`src/rtl/mbox_pkg.sv`:
```
package mbox_pkg;

  localparam int DATA_W    = 64;
  localparam int CMD_WORDS = 4;
  localparam int RSP_WORDS = 4;
  localparam int ALL_WORDS = CMD_WORDS + RSP_WORDS;
  localparam int IDX_W     = $clog2(ALL_WORDS);

  // How a write combines with the stored doorbell value
  typedef enum logic [1:0] {
    MRG_SET = 2'd0,
    MRG_AND = 2'd1,
    MRG_OR  = 2'd2
  } mergeOp_t;

  typedef enum logic [1:0] {
    RD_NONE = 2'd0,
    RD_WORD = 2'd1,
    RD_IN   = 2'd2,
    RD_OUT  = 2'd3
  } rdKind_t;

  // Strobes from the decoder to the storage datapath
  typedef struct packed {
    logic             wrWord;
    logic [IDX_W-1:0] wordIdx;
    logic             wrIn;
    logic             wrOut;
    mergeOp_t         op;
    rdKind_t          rdKind;
  } mboxCtrl_t;

endpackage

```
`src/rtl/mbox_decode.sv`:
```
module mbox_decode
  import mbox_pkg::*;
#(
  parameter int               ADDR_W   = 6,
  parameter logic [ADDR_W-1:0] IN_BASE  = 6'h10,
  parameter logic [ADDR_W-1:0] OUT_BASE = 6'h13
) (
  input  logic              clk,
  input  logic              rstN,
  input  logic [ADDR_W-1:0] busAddr,
  input  logic              busWrEn,
  output mboxCtrl_t         ctrl
);

  localparam logic [ADDR_W-1:0] WORD_LIMIT = ADDR_W'(ALL_WORDS);
  localparam logic [ADDR_W-1:0] ALIAS_SPAN = ADDR_W'(3);

  logic              hitWord;
  logic              hitIn;
  logic              hitOut;
  logic [ADDR_W-1:0] inOff;
  logic [ADDR_W-1:0] outOff;

  always_comb begin
    inOff   = busAddr - IN_BASE;
    outOff  = busAddr - OUT_BASE;
    hitWord = busAddr < WORD_LIMIT;
    hitIn   = (busAddr >= IN_BASE) && (inOff < ALIAS_SPAN);
    hitOut  = (busAddr >= OUT_BASE) && (outOff < ALIAS_SPAN);
  end

  always_comb begin
    ctrl         = '0;
    ctrl.wordIdx = busAddr[IDX_W-1:0];
    ctrl.wrWord  = busWrEn && hitWord;
    ctrl.wrIn    = busWrEn && hitIn;
    ctrl.wrOut   = busWrEn && hitOut;
    ctrl.op      = MRG_SET;
    if (hitIn) begin
      ctrl.op = mergeOp_t'(inOff[1:0]);
    end else if (hitOut) begin
      ctrl.op = mergeOp_t'(outOff[1:0]);
    end
    if (hitWord) begin
      ctrl.rdKind = RD_WORD;
    end else if (busAddr == IN_BASE) begin
      ctrl.rdKind = RD_IN;
    end else if (busAddr == OUT_BASE) begin
      ctrl.rdKind = RD_OUT;
    end else begin
      ctrl.rdKind = RD_NONE;
    end
  end


  one_target_chk: assert property (@(posedge clk) disable iff (!rstN)
    $onehot0({ctrl.wrWord, ctrl.wrIn, ctrl.wrOut}));

endmodule

```
`src/rtl/mbox_store.sv`:
```
module mbox_store
  import mbox_pkg::*;
#(
  parameter logic [DATA_W-1:0] IN_KEEP  = 64'h8000_0000_0000_0000,
  parameter logic [DATA_W-1:0] OUT_KEEP = 64'hF802_0000_0000_0000
) (
  input  logic                        clk,
  input  logic                        rstN,
  input  mboxCtrl_t                   ctrl,
  input  logic [DATA_W-1:0]           wrData,
  input  logic [DATA_W-1:0]           cpSet,
  output logic [DATA_W-1:0]           rdData,
  output logic [CMD_WORDS*DATA_W-1:0] cmdBlock,
  output logic                        hostIrq,
  output logic                        cmdStrobe
);

  // Doorbell bit 0 in MSB-first numbering
  localparam logic [DATA_W-1:0] MSG_BIT = {1'b1, {(DATA_W-1){1'b0}}};

  logic [ALL_WORDS-1:0][DATA_W-1:0] wordQ;
  logic [DATA_W-1:0] inBellQ;
  logic [DATA_W-1:0] outBellQ;
  logic [DATA_W-1:0] inMerged;
  logic [DATA_W-1:0] outBase;
  logic [DATA_W-1:0] cpBits;
  logic              fire;

  function automatic logic [DATA_W-1:0] mergeBell(mergeOp_t op,
                                                  logic [DATA_W-1:0] cur,
                                                  logic [DATA_W-1:0] val);
    case (op)
      MRG_AND: mergeBell = cur & val;
      MRG_OR:  mergeBell = cur | val;
      default: mergeBell = val;
    endcase
  endfunction

  for (genvar i = 0; i < ALL_WORDS; i++) begin : g_word
    always_ff @(posedge clk or negedge rstN) begin
      if (!rstN) begin
        wordQ[i] <= '0;
      end else if (ctrl.wrWord && ctrl.wordIdx == IDX_W'(i)) begin
        wordQ[i] <= wrData;
      end
    end
  end

  for (genvar k = 0; k < CMD_WORDS; k++) begin : g_cmd
    assign cmdBlock[k*DATA_W +: DATA_W] = wordQ[k];
  end

  always_comb begin
    inMerged = mergeBell(ctrl.op, inBellQ, wrData) & IN_KEEP;
    fire     = ctrl.wrIn && ((inMerged & MSG_BIT) != '0);
    cpBits   = cpSet & OUT_KEEP;
    outBase  = ctrl.wrOut ? (mergeBell(ctrl.op, outBellQ, wrData) & OUT_KEEP)
                          : outBellQ;
  end

  always_ff @(posedge clk or negedge rstN) begin
    if (!rstN) begin
      inBellQ   <= '0;
      outBellQ  <= '0;
      cmdStrobe <= 1'b0;
    end else begin
      if (ctrl.wrIn) begin
        inBellQ <= inMerged & ~MSG_BIT;
      end
      outBellQ  <= outBase | cpBits;
      cmdStrobe <= fire;
    end
  end

  assign hostIrq = |outBellQ;

  always_comb begin
    case (ctrl.rdKind)
      RD_WORD: rdData = wordQ[ctrl.wordIdx];
      RD_IN:   rdData = inBellQ;
      RD_OUT:  rdData = outBellQ;
      default: rdData = '0;
    endcase
  end


  strobe_src_chk: assert property (@(posedge clk) disable iff (!rstN)
    cmdStrobe |-> $past(ctrl.wrIn && ctrl.op != MRG_AND && wrData[DATA_W-1]));


  word_hold_chk: assert property (@(posedge clk) disable iff (!rstN)
    !ctrl.wrWord |=> $stable(wordQ));


  out_hold_chk: assert property (@(posedge clk) disable iff (!rstN)
    (!ctrl.wrOut && cpSet == '0) |=> $stable(outBellQ));


  irq_cause_chk: assert property (@(posedge clk) disable iff (!rstN)
    $rose(hostIrq) |-> $past(ctrl.wrOut || (cpSet & OUT_KEEP) != '0));


  cp_stick_chk: assert property (@(posedge clk) disable iff (!rstN)
    (cpSet & OUT_KEEP) != '0 |=>
      (outBellQ & $past(cpSet & OUT_KEEP)) == $past(cpSet & OUT_KEEP));

endmodule

```
`src/rtl/mbox_bell_regfile.sv`:
```
module mbox_bell_regfile
  import mbox_pkg::*;
#(
  parameter int                ADDR_W   = 6,
  parameter logic [ADDR_W-1:0] IN_BASE  = 6'h10,
  parameter logic [ADDR_W-1:0] OUT_BASE = 6'h13,
  parameter logic [63:0]       IN_KEEP  = 64'h8000_0000_0000_0000,
  parameter logic [63:0]       OUT_KEEP = 64'hF802_0000_0000_0000
) (
  input  logic              clk,
  input  logic              rstN,
  input  logic [ADDR_W-1:0] busAddr,
  input  logic              busWrEn,
  input  logic [63:0]       busWrData,
  output logic [63:0]       busRdData,
  input  logic [63:0]       cpSet,
  output logic              hostIrq,
  output logic              cmdStrobe,
  output logic [255:0]      cmdBlock
);

  mboxCtrl_t ctrl;

  mbox_decode #(
    .ADDR_W  (ADDR_W),
    .IN_BASE (IN_BASE),
    .OUT_BASE(OUT_BASE)
  ) u_decode (
    .clk    (clk),
    .rstN   (rstN),
    .busAddr(busAddr),
    .busWrEn(busWrEn),
    .ctrl   (ctrl)
  );

  mbox_store #(
    .IN_KEEP (IN_KEEP),
    .OUT_KEEP(OUT_KEEP)
  ) u_store (
    .clk      (clk),
    .rstN     (rstN),
    .ctrl     (ctrl),
    .wrData   (busWrData),
    .cpSet    (cpSet),
    .rdData   (busRdData),
    .cmdBlock (cmdBlock),
    .hostIrq  (hostIrq),
    .cmdStrobe(cmdStrobe)
  );

endmodule

```
`config.mk`:
```
export PLATFORM = sky130hd
export DESIGN_NAME = mbox_bell_regfile
export DESIGN_NICKNAME = d
export VERILOG_FILES = /design/src/rtl/mbox_pkg.sv /design/src/rtl/mbox_decode.sv /design/src/rtl/mbox_store.sv /design/src/rtl/mbox_bell_regfile.sv
export SDC_FILE = /design/constraint.sdc
export NUM_CORES = 1
export LEC_CHECK = 0
export ABC_AREA = 1
export BUFFER_PORTS_ARGS = -buffer_cell sky130_fd_sc_hd__buf_2
export CAP_MARGIN = 20
export CORE_UTILIZATION = 55
export CTS_CLUSTER_SIZE = 8
export DETAILED_ROUTE_END_ITERATION = 6
export PLACE_DENSITY = 0.81
export SETUP_SLACK_MARGIN = 0.15
export SYNTH_ARGS = -nofsm -noshare
export SYNTH_HDL_FRONTEND = slang
export SYNTH_SLANG_ARGS = --single-unit
```
`constraint.sdc`:
```
create_clock -name clk -period 4.47 [get_ports clk]
set_clock_uncertainty 0.05 [all_clocks]
set_input_delay 0.6705 -clock clk [delete_from_list [all_inputs] [get_ports clk]]
set_output_delay 0.6705 -clock clk [all_outputs]
set_load 0.05 [all_outputs]
```
## Yosys cells after proc, flatten, opt, wreduce, memory -nomap -nowiden

Cells that the tools add are included.

| storage, ports and cells | value |
|---|---|
| output and inout bits | 322 |
| register bits | 577 |
| input port bits | 137 |

| operators by class | value |
|---|---|
| reductions and logical operators | 16 |
| bitwise logic cells | 3 |
| $lt $le $gt $ge | 6 |
| eq/ne operators | 13 |
| add/subtract/negate cells | 2 |
| multiplexer cells | 11 |

Operator list:

| operator | count |
|---|---|
| 64-bit one-hot mux with 2 select lines | 2 |
| 64-bit binary-select mux with 3-bit select | 1 |
| 64-bit two-way mux | 3 |
| 64-bit OR | 2 |
| 64-bit AND | 1 |
| 64-bit OR reduction | 1 |
| 1-bit logical AND | 14 |
| 3-bit equality test, second input constant | 4 |
| 6-bit by 5-bit equality test with 1-bit output, second input constant | 2 |
| 6-bit by 5-bit >= comparator with 1-bit output, second input constant | 2 |
| 6-bit by 2-bit less-than comparator with 1-bit output, second input constant | 2 |
| 6-bit by 5-bit subtractor with 6-bit output, second input constant | 2 |
| 2-bit two-way mux | 5 |
| 3-bit by 2-bit equality test with 1-bit output, second input constant | 2 |
| 6-bit by 4-bit less-than comparator with 1-bit output, second input constant | 1 |
| 2-bit by 1-bit equality test with 1-bit output, second input constant | 2 |
| 2-bit equality test, second input constant | 2 |
| 3-bit by 4-bit less-than comparator with 1-bit output, second input constant | 1 |
| 3-bit by 1-bit equality test with 1-bit output, second input constant | 1 |
| 3-bit zero test | 1 |

## Longest topological paths before layout

Gate-level depths: netlist (run 1).

| logic depth | value |
|---|---|
| depth after elaboration | 9 |
| mapped depth | 21 |
| gate-level depth less buffers | 18 |

## Hierarchy

From an unflattened synthesis (run 1), not the netlist that was laid out.

| second synthesis, totals | value |
|---|---|
| cells, all modules | 3213 |
| area total of the unflattened synthesis | 25261.7 um2 |

Modules (own cells, without submodules):

| module | area each (um2) | times used | cells each |
|---|---|---|---|
| mbox_store | 25029.0 | 1 | 3164 |
| mbox_decode | 232.7 | 1 | 49 |

## Least setup slack after synthesis (run 1)

Ideal clock, no wire load.

| timing path | value |
|---|---|
| path type | input port to output port |
| from | in busAddr[0] |
| to | out busRdData[10] |
| path slack | 1275 ps |
| arrival | 2475 ps |
| data required time | 3750 ps |
| stages on the path | 6 |
| path through | buf_2 -> buf_2 -> buf_2 -> clkbuf_1 -> o211ai_1 -> a31oi_1 |

| on the way | value |
|---|---|
| longest elaborated chain between the ends | 6 |
| elaborated cells on any way between the ends | 11 |
| those cells by class | order compare (1); eq/ne (4); mux (6) |

RTL lines:

| item | RTL line | source |
|---|---|---|
| start: declaration | mbox_bell_regfile.sv:12 | `input logic [ADDR_W-1:0] busAddr,` |
| parallel branches: the longest is 5 deep, another holds 6-bit by 4-bit less-than comparator with 1-bit output | -- |  |
| 64-bit one-hot mux with 2 select lines (*) | mbox_store.sv:78 | `case (ctrl.rdKind)` |
| end: declaration | mbox_bell_regfile.sv:15 | `output logic [63:0] busRdData,` |

Every way passes the cells marked *. The select of a mux whose other input is x is not followed.

## Worst setup path after layout (run 1)

| timing path | value |
|---|---|
| from | in busAddr[0] |
| to | out busRdData[28] |

Same word-level chain as after synthesis.

==> flow_summary.toml, run 1 <==
[power]
p_clk_frac = 0.357
p_int_uw = 9239
power.switching_uw = 4666
power.leakage_uw = 0.01393
p_per_area_nw_per_um2 = 494.0
switching_share = 0.3356
ir_worst_vdd_uv = 420.3
power.total_uw = 13910
combPwrFrac = 0.225
seqPwrFrac = 0.417

[logic_synthesis]
synth_seq_cells = 519
synthFlopType = "dfrtp_1"
synth_cells = 3101
synth_most_common_cell = "nand2_1"
avgSynthCellArea_um2 = 8.296
synth_cell_type_count = 23
yosysTopAreaCell = "dfrtp_1"
synth-warning-count = 0
synth_area_leaders = "dfrtp_1 (50%), nand2_1 (12%), o21ai_1 (9.8%)"
synth-async-reset-ratio = 1.000
yosysSeqAreaShare = 0.5048
ys_top_cells_by_count = "nand2_1 (810), dfrtp_1 (519), o21ai_1 (505)"
synth.top_cell.area_share = 0.5048
syn_area_um2 = 25730
syn_nets = 3246
synth-edff-count = 0

[placement]
gp_congestion = 0.9273
place_area_um2 = 26160
dp_hpwl_um = 41330
port_buffers = 400

[global_routing]
grt_pass1_vias = 20480
grt_pass1_wl_um = 107600
grt-ovfl-total = 0
grt_usage = 0.2818
grt_max_degree = 179
antenna_found_initial = 0

[floorplanning]
core_um2 = 45770
ios = 459
die_area_um2 = 47640
die_height_um = 218.3
initial_core_util = 0.5621
die_x_um = 218.3
rows = 78

[clocking]
clk_pin_slew_ps = 40
cts_resized = 0
cts_buffers = 74
post_cts_buffers = 0
clk_path_buf_depth = 3
clk_latency_ps = 590
cts_num_sinks = 519
cts_tree = "yes"
clockRootBuffer = "clkbuf_16"
htreeDepth = 3
cts_hold_buf = 0

[job]
max-cap-violations = 0

[setup_path]
slowest_stage = "buf_12"
crit_path_start_kind = "input port"
path_max_fanout = 178
cp-startpoint = "busAddr[0]"
critPathKind = "in2out"
max_stage_delay_ps = 450
r2r_end = "u_store.outBellQ[62]$_DFF_PN0_"
crit_arrival_ps = 2740
end_kind = "output pin"
crit_chain = "buf_8, buf_12, nor2_1, nor2_1, o21ai_0, nand2_1, nand2_1, a31oi_1, buf_2"
r2r_start = "u_store.outBellQ[62]$_DFF_PN0_"
endpoint = "busRdData[28]"
reg2reg_slack_ps = 3540
worst_r2r_path_depth = 4
worstPathRequired_ps = 3750

[layout]
n_antenna_cell = 0
drive_gt1_frac = 0.1705
area_growth_pct = 9.416
design_area_um2 = 28150
fin_util = 0.6150
final_nets = 3295

[sta]
fmax_mhz = 289.0
worst_pin_slew_ps = 952.8
tns_ps = 0
final_max_slew_viol_count = 0
fin_crit_sh = 0.7740
fin_crit_ps = 3460
hold_viol_final = 0
setup_viol = 0
slew_headroom = 0.3648
rsz0062_at_grt = "no"

[drt]
wirelength_um = 66440
vias = 21420
drc = 4
drt-initial-drc-count = 2070
viasPerCell = 5.703
antenna_left = 0
post_drt_wl_per_cell_um = 17.69
dr.pass1.iters = 7

[outcome]
status = "complete, but fails checks"
violations = "design-rule violations"

[hold_path]
hp-class = "in2async"
## power by group through the flow
stage | registers, uW | logic (uW) | clock network [uW]
global placement | 5830 | 3060 | 0
finish | 5800 | 3140 | 4970
detailed placement | 5850 | 3120 | 0
floorplan | 5740 | 2850 | 0
CTS | 5790 | 3140 | 5040
global route | 5870 | 3390 | 5240
## worst max-delay path: cells and delay by family
family | cells | cell delay [ps]
AO/OA/AOI/OAI | 2 | 300
buffers and inverters | 3 | 1040
AND/OR/NAND/NOR | 4 | 380
## layer usage
| layer | routed length (um) | track usage | up-vias |
|---|---|---|---|
| met1 | 28030 | 0.3789 | 10220 |
| met5 | 0 | 0 | - |
| met2 | 30950 | 0.4449 | 1032 |
| met3 | 5382 | 0.05873 | 168 |
| li1 | - | - | 9995 |
| met4 | 2076 | 0.1154 | 0 |
## cell type report
cell class	count	area, um2
clock buffer	80	1981
clock inverter	1	8.758
fill	3835	17620
inverter	218	820.8
multi-input combinational	1897	9060
sequential	519	12990
tap	600	750.7
timing repair buffer	440	2540
## flip-flops by register name, indices dropped and copies added (netlist names)
signal,count
u_store.cmdBlock,256
u_store.cmdStrobe,1
u_store.outBellQ,6
u_store.wordQ,256
## cells by family after synthesis
family          synth area share
compound gates            0.1979
fa+ha+maj               0.003891
buf+inv                   0.1463
flops                     0.5048
simple gates              0.1470
## worst min path at each step
stage | from | to | slack [ps] | depth (start not counted)
global route | rstN | u_store.cmdBlock[83]$_DFFE_PN0P_ | 140 | 1
detailed placement | u_store.wordQ[374]$_DFFE_PN0P_ | u_store.wordQ[374]$_DFFE_PN0P_ | 420 | 2
floorplan | rstN | u_store.cmdBlock[0]$_DFFE_PN0P_ | 320 | 0
finish | rstN | u_store.cmdBlock[83]$_DFFE_PN0P_ | 90 | 1
global placement | u_store.wordQ[345]$_DFFE_PN0P_ | u_store.wordQ[345]$_DFFE_PN0P_ | 420 | 2
CTS | rstN | u_store.cmdBlock[83]$_DFFE_PN0P_ | 100 | 1
## placed cells by master (no fill, tap or decap), types with 3 or more instances in the layout
cell / n
o21ai_1: 505
nand2_1: 810
inv_2: 3
o21a_1: 64
nand3_4: 6
buf_2: 396
nand3_1: 23
inv_1: 214
clkbuf_16: 79
a31oi_1: 58
dfrtp_1: 519
buf_12: 17
nor2_4: 5
ha_1: 8
o211ai_1: 128
o21ai_0: 149
buf_4: 25
nor2_1: 133
## stage by stage
| stage | hold slack (ps) | instances | worst slack, ps |
|---|---|---|---|
| 2_1_floorplan | 324.9 | 3101 | 1275 |
| 3_3_place_gp | 415.5 | 3674 | 1025 |
| 3_5_place_dp | 422.8 | 3674 | 927.1 |
| 4_1_cts | 97.12 | 3755 | 1069 |
| 5_1_grt | 138.8 | 3755 | 849.4 |
| 6_report | 89.77 | 3755 | 1010 |
No activity file was read; power rests on OpenSTA's default activity.
==> inputs of run 2 (changes only) <==
- clock period: 4.47 -> 3.5 ns (I/O delays scaled with it)
==> run 2 against run 1 <==
  * The flow now finishes without violations
  * Setup slack got worse by 590 ps
  * Sequential power rose by 28%
  * Cell area rose by 0.36%
==> flow_summary.toml, run 2 (synthesis results as in run 1) <==
[sta]
worst_pin_slew_ps = 1071
fin_crit_sh = 0.8793
rsz0062_at_grt = "no"
final_max_slew_viol_count = 0
fmax_mhz = 325.0
setup_viol = 0
holdWs_ps = 78.52
tns_ps = 0
fin_crit_ps = 3077
hold_viol_final = 0
slew_headroom = 0.2860

[drt]
drc = 0
drt-initial-drc-count = 2227
antenna_left = 0
post_drt_wl_per_cell_um = 17.76
vias = 21560
viasPerCell = 5.726
wirelength_um = 66880
dr.pass1.iters = 6

[placement]
gp_congestion = 0.8798
dp_hpwl_um = 41830
port_buffers = 400
place_area_um2 = 26250

[clocking]
cts_buffers = 74
cts_num_sinks = 519
clk_pin_slew_ps = 50
cts_hold_buf = 1
clk_path_buf_depth = 3
htreeDepth = 3
post_cts_buffers = 0
clockRootBuffer = "clkbuf_16"
cts_resized = 0
clk_latency_ps = 600
cts_tree = "yes"

[setup_path]
reg2reg_slack_ps = 2590
critPathKind = "in2out"
max_stage_delay_ps = 540
path_buf_inv = 3
r2r_start = "u_store.outBellQ[49]$_DFF_PN0_"
cp-startpoint = "busAddr[0]"
end_kind = "output pin"
slowest_stage = "buf_12"
crit_arrival_ps = 2500
cp_top_family = "buffers and inverters"
path_max_fanout = 215
worstPathRequired_ps = 2920
crit_chain = "buf_8, buf_12, nor2_1, nor2_1, o21ai_0, nand2_1, nand2_1, a31oi_1, buf_2"
crit_path_start_kind = "input port"

[global_routing]
grt_pass1_vias = 20290
grt_usage = 0.2826
grt_max_degree = 216
grt-ovfl-total = 0
antenna_found_initial = 0
grt_pass1_wl_um = 107700

[power]
power.leakage_uw = 0.01398
power.total_uw = 17780
ir_worst_vdd_uv = 424.9
p_per_area_nw_per_um2 = 629.4

[floorplanning]
die_height_um = 218.3
ios = 459
die_x_um = 218.3
core_um2 = 45770
rows = 78
die_area_um2 = 47640
initial_core_util = 0.5621

[layout]
area_growth_pct = 9.815
drive_gt1_frac = 0.1728
final_nets = 3305
final_common_cell = "nand2_1"
design_area_um2 = 28250
layout_common_cells = "nand2_1 (810), dfrtp_1 (519), o21ai_1 (505)"
n_antenna_cell = 0
fin_util = 0.6172

[hold_path]
hp-class = "in2reg"
min-delay-start = "cpSet[59]"

[job]
max-cap-violations = 0

[outcome]
status = "finished, final reports clean"
-- run 2: cell count changes in the layout (fill, tap and decap cells not counted) --
cell	previous run	this run
dlygate4sd3_1	0	1
buf_12	17	19
buf_4	25	32
-- run 2: layout make-up --
cell class	count	area [um2]
Sequential cell	519	12990
Clock inverter	1	8.758
Fill cell	3836	17520
Timing Repair Buffer	450	2643
Inverter	218	820.8
Tap cell	600	750.7
Clock buffer	80	1981
Multi-Input combinational cell	1897	9060
-- run 2: metrics by stage --
step / instances / setup slack (ps)
floorplan: 3101 / 515.4
global route: 3765 / 324.0
CTS: 3765 / 526.7
detailed placement: 3683 / 373.3
global placement: 3683 / 406.4
finish: 3765 / 422.6
-- run 2: final timing paths --
| check | to | depth (start not counted) |
|---|---|---|
| setup reg to reg | u_store.outBellQ[49]$_DFF_PN0_ | 4 |
| setup / recovery | busRdData[9] | 9 |
| hold / removal | u_store.outBellQ[59]$_DFF_PN0_ | 3 |
| hold reg to reg | u_store.wordQ[377]$_DFFE_PN0P_ | 2 |
| max in group asynchronous | u_store.cmdBlock[226]$_DFFE_PN0P_ | 4 |
| min in group asynchronous | u_store.cmdBlock[164]$_DFFE_PN0P_ | 2 |
-- run 2: worst min-delay path, cell delays in order --
cell and delay, ps:
buf_2 70, inv_1 30, nand3_1 60
-- run 2: report_power, final --
group / total (uW) / switching, uW / internal [uW]
Combinational: 4010 / 3010 / 1000
Sequential: 7410 / 527 / 6880
Clock: 6350 / 2430 / 3920
-- run 2: layer usage --
metal	wire length [um]	track usage	part of all wire
met1	28240	0.3893	0.42
met5	0	0	0
met3	5559	0.05024	0.083
met2	31460	0.4460	0.47
met4	1620	0.1070	0.024
